### config.mk
export PLATFORM = sky130hd
export DESIGN_NAME = pkt_framer
export DESIGN_NICKNAME = d
export VERILOG_FILES = /design/src/rtl/pf_pkg.sv /design/src/rtl/pf_crc16.sv /design/src/rtl/pf_whiten.sv /design/src/rtl/pkt_framer.sv
export SDC_FILE = /design/constraint.sdc
export NUM_CORES = 1
export LEC_CHECK = 0
export BUFFER_PORTS_ARGS = -buffer_cell sky130_fd_sc_hd__buf_2
export CAP_MARGIN = 25
export CORE_ASPECT_RATIO = 1.2
export CORE_MARGIN = 5
export CORE_UTILIZATION = 55
export DETAILED_ROUTE_END_ITERATION = 6
export PLACE_DENSITY_LB_ADDON = 0.15
export SYNTH_ARGS = -nofsm -noshare
export SYNTH_HDL_FRONTEND = slang
export SYNTH_HIERARCHICAL = 1
export SYNTH_SLANG_ARGS = --single-unit
### constraint.sdc
create_clock -name clk -period 2.8 [get_ports clk]
set_input_delay 0.56 -clock clk [delete_from_list [all_inputs] [get_ports clk]]
set_output_delay 0.56 -clock clk [all_outputs]
set_load 0.02 [all_outputs]
### src/rtl/pf_pkg.sv
package pf_pkg;

    localparam int BYTE_W = 8;
    typedef logic [BYTE_W-1:0] byte_t;

    localparam logic [15:0] CRC_POLY = 16'h8005;
    localparam logic [15:0] CRC_INIT = 16'hFFFF;
    localparam logic [8:0]  PN9_SEED = 9'h1FF;

    typedef enum logic [3:0] {
        ST_IDLE,
        ST_PRE,
        ST_SYNC_HI,
        ST_SYNC_LO,
        ST_LEN,
        ST_PAY,
        ST_CRC_HI,
        ST_CRC_LO,
        ST_UFLOW
    } fr_state_e;

    // One outgoing byte slot, before whitening is applied
    typedef struct packed {
        logic  valid;
        byte_t data;
        logic  from_fifo;
        logic  scramble;
    } beat_t;

    function automatic logic [15:0] crc16_byte(input logic [15:0] crc_in, input byte_t d);
        logic [15:0] c;
        logic        fb;
        c = crc_in;
        for (int i = 0; i < BYTE_W; i++) begin
            fb = c[15] ^ d[BYTE_W-1-i];
            c  = {c[14:0], 1'b0};
            if (fb) c = c ^ CRC_POLY;
        end
        return c;
    endfunction

    function automatic logic [8:0] pn9_adv8(input logic [8:0] s_in);
        logic [8:0] s;
        s = s_in;
        for (int i = 0; i < BYTE_W; i++) begin
            s = {s[0] ^ s[5], s[8:1]};
        end
        return s;
    endfunction

endpackage

### src/rtl/pf_crc16.sv
module pf_crc16
    import pf_pkg::*;
(
    input  logic        clk,
    input  logic        rst,
    input  logic        clr,
    input  logic        upd,
    input  byte_t       din,
    output logic [15:0] crc_o
);

    logic [15:0] crc_q;

    always_ff @(posedge clk) begin
        if (rst || clr) begin
            crc_q <= CRC_INIT;
        end else if (upd) begin
            crc_q <= crc16_byte(crc_q, din);
        end
    end

    assign crc_o = crc_q;

    // a new packet always starts from the initial value
    assert_crc_seed_R5: assert property (@(posedge clk) disable iff (rst)
        clr |=> (crc_o == CRC_INIT));

endmodule

### src/rtl/pf_whiten.sv
module pf_whiten
    import pf_pkg::*;
(
    input  logic  clk,
    input  logic  rst,
    input  logic  seed,
    input  logic  adv,
    output byte_t mask_o
);

    logic [8:0] lfsr_q;

    always_ff @(posedge clk) begin
        if (rst || seed) begin
            lfsr_q <= PN9_SEED;
        end else if (adv) begin
            lfsr_q <= pn9_adv8(lfsr_q);
        end
    end

    assign mask_o = lfsr_q[BYTE_W-1:0];

    // the first whitened byte of a packet uses the all-ones seed
    assert_pn9_seed_R6: assert property (@(posedge clk) disable iff (rst)
        seed |=> (mask_o == 8'hFF));

    // the sequence only moves when a whitened byte is sent
    assert_pn9_hold_R6: assert property (@(posedge clk) disable iff (rst)
        (!seed && !adv) |=> $stable(mask_o));

endmodule

### src/rtl/pkt_framer.sv
module pkt_framer
    import pf_pkg::*;
#(
    parameter int          PRE_CNT_W     = 4,
    parameter logic [7:0]  PREAMBLE_BYTE = 8'hAA
) (
    input  logic                 clk,
    input  logic                 rst,
    input  logic                 start_i,
    input  logic                 flush_i,
    input  logic                 cfg_var_len_i,
    input  logic [7:0]           cfg_fixed_len_i,
    input  logic [PRE_CNT_W-1:0] cfg_pre_count_i,
    input  logic [15:0]          cfg_sync_i,
    input  logic                 cfg_crc_en_i,
    input  logic                 cfg_white_en_i,
    input  logic                 fifo_empty_i,
    input  logic [7:0]           fifo_data_i,
    output logic                 fifo_rd_o,
    output logic [7:0]           tx_data_o,
    output logic                 tx_valid_o,
    input  logic                 tx_ready_i,
    output logic                 done_o,
    output logic                 underflow_o
);

    localparam logic [PRE_CNT_W-1:0] PRE_ONE  = PRE_CNT_W'(1);
    localparam logic [PRE_CNT_W-1:0] PRE_ZERO = '0;

    fr_state_e            state_q;
    logic [PRE_CNT_W-1:0] pre_cnt_q;
    byte_t                rem_q;
    logic                 done_q;

    beat_t       beat;
    logic        xfer;
    logic        starting;
    logic        starved;
    logic [15:0] crc_val;
    byte_t       wmask;

    assign starting = (state_q == ST_IDLE) && start_i && !flush_i;

    // Byte slot selected by the current phase
    always_comb begin
        beat = '0;
        unique case (state_q)
            ST_PRE: begin
                beat.valid = 1'b1;
                beat.data  = PREAMBLE_BYTE;
            end
            ST_SYNC_HI: begin
                beat.valid = 1'b1;
                beat.data  = cfg_sync_i[15:8];
            end
            ST_SYNC_LO: begin
                beat.valid = 1'b1;
                beat.data  = cfg_sync_i[7:0];
            end
            ST_LEN, ST_PAY: begin
                beat.valid     = !fifo_empty_i;
                beat.data      = fifo_data_i;
                beat.from_fifo = 1'b1;
                beat.scramble  = 1'b1;
            end
            ST_CRC_HI: begin
                beat.valid    = 1'b1;
                beat.data     = crc_val[15:8];
                beat.scramble = 1'b1;
            end
            ST_CRC_LO: begin
                beat.valid    = 1'b1;
                beat.data     = crc_val[7:0];
                beat.scramble = 1'b1;
            end
            default: beat = '0;
        endcase
    end

    assign tx_valid_o = beat.valid;
    assign tx_data_o  = (beat.scramble && cfg_white_en_i) ? (beat.data ^ wmask) : beat.data;
    assign xfer       = beat.valid && tx_ready_i;
    assign fifo_rd_o  = xfer && beat.from_fifo;
    assign starved    = beat.from_fifo && fifo_empty_i && tx_ready_i;

    pf_crc16 u_crc (
        .clk   (clk),
        .rst   (rst),
        .clr   (starting),
        .upd   (fifo_rd_o),
        .din   (fifo_data_i),
        .crc_o (crc_val)
    );

    pf_whiten u_wht (
        .clk    (clk),
        .rst    (rst),
        .seed   (starting),
        .adv    (xfer && beat.scramble),
        .mask_o (wmask)
    );

    always_ff @(posedge clk) begin
        if (rst) begin
            state_q   <= ST_IDLE;
            pre_cnt_q <= PRE_ZERO;
            rem_q     <= '0;
            done_q    <= 1'b0;
        end else begin
            done_q <= 1'b0;
            if (flush_i) begin
                state_q <= ST_IDLE;
            end else begin
                unique case (state_q)
                    ST_IDLE: begin
                        if (start_i) begin
                            pre_cnt_q <= cfg_pre_count_i;
                            state_q   <= (cfg_pre_count_i == PRE_ZERO) ? ST_SYNC_HI : ST_PRE;
                        end
                    end
                    ST_PRE: begin
                        if (xfer) begin
                            pre_cnt_q <= pre_cnt_q - PRE_ONE;
                            if (pre_cnt_q == PRE_ONE) state_q <= ST_SYNC_HI;
                        end
                    end
                    ST_SYNC_HI: begin
                        if (xfer) state_q <= ST_SYNC_LO;
                    end
                    ST_SYNC_LO: begin
                        if (xfer) begin
                            if (cfg_var_len_i) begin
                                state_q <= ST_LEN;
                            end else if (cfg_fixed_len_i == '0) begin
                                state_q <= cfg_crc_en_i ? ST_CRC_HI : ST_IDLE;
                                done_q  <= !cfg_crc_en_i;
                            end else begin
                                rem_q   <= cfg_fixed_len_i;
                                state_q <= ST_PAY;
                            end
                        end
                    end
                    ST_LEN: begin
                        if (xfer) begin
                            rem_q <= fifo_data_i;
                            if (fifo_data_i == '0) begin
                                state_q <= cfg_crc_en_i ? ST_CRC_HI : ST_IDLE;
                                done_q  <= !cfg_crc_en_i;
                            end else begin
                                state_q <= ST_PAY;
                            end
                        end else if (starved) begin
                            state_q <= ST_UFLOW;
                        end
                    end
                    ST_PAY: begin
                        if (xfer) begin
                            rem_q <= rem_q - 8'd1;
                            if (rem_q == 8'd1) begin
                                state_q <= cfg_crc_en_i ? ST_CRC_HI : ST_IDLE;
                                done_q  <= !cfg_crc_en_i;
                            end
                        end else if (starved) begin
                            state_q <= ST_UFLOW;
                        end
                    end
                    ST_CRC_HI: begin
                        if (xfer) state_q <= ST_CRC_LO;
                    end
                    ST_CRC_LO: begin
                        if (xfer) begin
                            state_q <= ST_IDLE;
                            done_q  <= 1'b1;
                        end
                    end
                    ST_UFLOW: state_q <= ST_UFLOW;
                    default:  state_q <= ST_IDLE;
                endcase
            end
        end
    end

    assign done_o      = done_q;
    assign underflow_o = (state_q == ST_UFLOW);

    // a non-FIFO byte waits unchanged until it is taken
    assert_hold_R7: assert property (@(posedge clk) disable iff (rst)
        (tx_valid_o && !tx_ready_i && !flush_i &&
         (state_q inside {ST_PRE, ST_SYNC_HI, ST_SYNC_LO, ST_CRC_HI, ST_CRC_LO}))
        |=> (tx_valid_o && $stable(tx_data_o)));

    // the FIFO is never popped while it is empty
    assert_no_empty_pop_R7: assert property (@(posedge clk) disable iff (rst)
        fifo_rd_o |-> !fifo_empty_i);

    // underflow is sticky until a flush
    assert_uflow_sticky_R8: assert property (@(posedge clk) disable iff (rst)
        (underflow_o && !flush_i) |=> underflow_o);

    // nothing leaves and nothing is popped while locked
    assert_uflow_quiet_R8: assert property (@(posedge clk) disable iff (rst)
        underflow_o |-> (!tx_valid_o && !fifo_rd_o));

    // a flush lands in idle
    assert_flush_idle_R9: assert property (@(posedge clk) disable iff (rst)
        flush_i |=> (!underflow_o && !tx_valid_o && !done_o));

    // done is a single-cycle pulse that follows a transfer
    assert_done_pulse_R10: assert property (@(posedge clk) disable iff (rst)
        done_o |=> !done_o);

    assert_done_cause_R10: assert property (@(posedge clk) disable iff (rst)
        done_o |-> $past(tx_valid_o && tx_ready_i));

endmodule

==> flow_summary.json <==
{
  "nets": 496,
  "synth_top_area_share_pct": 27.0,
  "port_buffers": 56,
  "cp-end-kind": "output pin",
  "maxCapViolations": 0,
  "antenna_found_initial": 0,
  "yosysWarnings": 6,
  "drive_above_1_share_pct": 22.5,
  "syn_inst": 400,
  "min_path_type": "input port to flip-flop",
  "numCtsBuffers": 5,
  "crit_type": "flip-flop to output pin",
  "skew_ns": 0.00715,
  "syn2layout_area_growth_pct": 13.4,
  "place_congestion": 0.893,
  "vias": 3113,
  "drc": 0,
  "outcome": "completed",
  "routed_via_density": 6.08,
  "worstSkewPairLatency_ns": 0.30,
  "cts_sinks": 42,
  "post-route-period-util_pct": 93.7,
  "cts_hold_buffers": 0,
  "power_density_mw_per_mm2": 350,
  "antenna_cells": 0,
  "synth_flop_cell": "dfxtp_1",
  "fp.dieH_microns": 92.4,
  "cts.clk_slew.worst_paths_ns": 0.08,
  "fmax_mhz": 381,
  "yosysSeqAreaShare_pct": 27.0,
  "die_w_microns": 78.6,
  "setup_viol": 0,
  "required_ns": 2.24,
  "totalWireLength_microns": 8400,
  "final_cell_mix": "buf_2, nand2_1, nor2_1, dfxtp_1, o21ai_0",
  "cts_buffer_depth": 2,
  "dp_hpwl_microns": 6420,
  "die_area_sq_mm": 0.00726,
  "start_util_pct": 55.6,
  "htree_num_levels": 2,
  "synth_largest_area_cell": "dfxtp_1",
  "relSlewSlack_pct": 46.1,
  "vdd_drop_max_mv": 0.233,
  "post-route-min-period_ns": 2.62,
  "synth-seq-cells": 42,
  "p_leak_nw": 1.37,
  "grt_pass1_wl_microns": 13600,
  "fin_setup_tns_ns": 0,
  "ioPinCount": 57,
  "synth-async-reset-ratio_pct": 0,
  "wl_per_cell_microns": 16.4,
  "ant_nets": 0,
  "worstMarginPinSlew_ns": 0.801,
  "critPathArrivalTime_ns": 2.06,
  "tritoncts": "done",
  "core_sq_mm": 0.00559,
  "synth_nets": 449,
  "hold_viol": 0,
  "synth-edff-count": 0,
  "rsz0062_at_grt": "no",
  "first_pass_iters": 5,
  "grt.total_usage_pct": 23.5,
  "ys_types": 64,
  "avgSynthCellArea_sq_um": 7.77,
  "drtIter0Drc": 252,
  "placementRows": 30,
  "grt_pass1_vias": 2882,
  "grt_overflow_total": 0,
  "synth.cell_area_sq_mm": 0.00311,
  "root_buffer": "clkbuf_8",
  "grt_max_degree": 33,
  "final_common_cell": "buf_2",
  "yosys-top-cells-area": "dfxtp_1, xnor2_1, nand2_1",
  "fill_cells": 505,
  "utilization_pct": 63.0,
  "start_kind": "flip-flop",
  "cp_max_fo": 32,
  "drv_slew": 0
}
## path summary, 6_finish.rpt
| check | startpoint | endpoint | slack, ns | cells past startpoint |
|---|---|---|---|---|
| worst max register to register | state_q[0] | rem_q[1] | 0.48 | 7 |
| worst min-delay path | flush_i | state_q[3] | 0.49 | 2 |
| worst max-delay path | state_q[0] | tx_data_o[5] | 0.18 | 7 |
| worst min register to register | u_crc/crc_o[4] | u_crc/crc_o[4] | 0.50 | 2 |
## metal layers
layer,routed length [microns],up-vias,track usage (%)
met5,0,-,0
met4,272,0,9.62
met3,505,30,4.18
met2,4060,119,38.7
met1,3560,1462,30.0
li1,-,1502,-
## final cells by class
cell class | count | area [sq um] | area share, %
Sequential cell | 42 | 843 | 23.9
Timing Repair Buffer | 70 | 398 | 11.3
Clock inverter | 2 | 13.8 | 0.390
Inverter | 12 | 45.0 | 1.28
Tap cell | 64 | 80.1 | 2.27
Multi-Input combinational cell | 316 | 2070 | 58.8
Clock buffer | 6 | 72.6 | 2.06
## worst max-delay path, stage by stage, from the launching register on
cell,delay [ns]
dfxtp_1,0.36
buf_12,0.20
nor4bb_1,0.46
a22o_1,0.21
a21oi_1,0.03
o21ai_0,0.15
xnor2_1,0.15
buf_2,0.18
## cells by family after synthesis
family                     count (synthesis)  share of synthesized area [%]
buffers and inverters                     42                           6.52
DFF                                       42                           27.0
xor gates and xnor gates                  36                           11.6
AOI/OAI and AO/OA                        107                           21.2
adders and majority gates                  4                           1.61
and+or+nand+nor                          153                           25.2
muxes                                     16                           6.80
## report_power, final
part	total, W	switching, W	internal, W
Sequential	0.000607	0.00000535	0.000602
Clock	0.000392	0.000216	0.000176
Combinational	0.000233	0.000131	0.000102
## registers in the layout, summed over array words and instances, names as in the netlist
signal        flops
u_crc/crc_o      16
done_o            1
u_wht/lfsr_q      9
rem_q             8
pre_cnt_q         4
state_q           4
## cells in the mapped netlist, drive strengths merged (2+ instances only)
cell type / count
ha: 4
xnor2: 21
nor2: 44
and2b: 2
clkbuf: 10
buf: 20
nor3: 12
nor4bb: 2
or4b: 2
o21ai: 36
nor2b: 4
a31oi: 5
a211o: 3
dfxtp: 42
or3: 3
nand3: 3
inv: 11
nand2b: 8
mux2i: 11
a22oi: 9
xor2: 14
nand4bb: 2
a221oi: 3
a211oi: 12
mux4: 4
nand3b: 2
a31o: 3
nor3b: 4
or2: 2
a21oi: 28
nor4: 7
nand2: 43
a22o: 2
and3: 6
## stage by stage
stage | std cells | total power (W) | setup WS, ns | instance area (sq um) | hold slack, ns
2_1_floorplan | 400 | 0.000763 | 0.382 | 3110 | 0.444
3_3_place_gp | 504 | 0.000849 | 0.421 | 3440 | 0.472
3_5_place_dp | 504 | 0.000851 | 0.382 | 3440 | 0.477
4_1_cts | 512 | 0.00125 | 0.0643 | 3520 | 0.488
5_1_grt | 512 | 0.00130 | 0.0178 | 3520 | 0.501
6_report | 512 | 0.00123 | 0.177 | 3520 | 0.494
## timing repair
item,4_1_cts,5_1_grt
endpoints found under the setup margin,0,8
setup buffers,0,0
gates resized for setup,0,2
(Power assumes the default switching activity.)
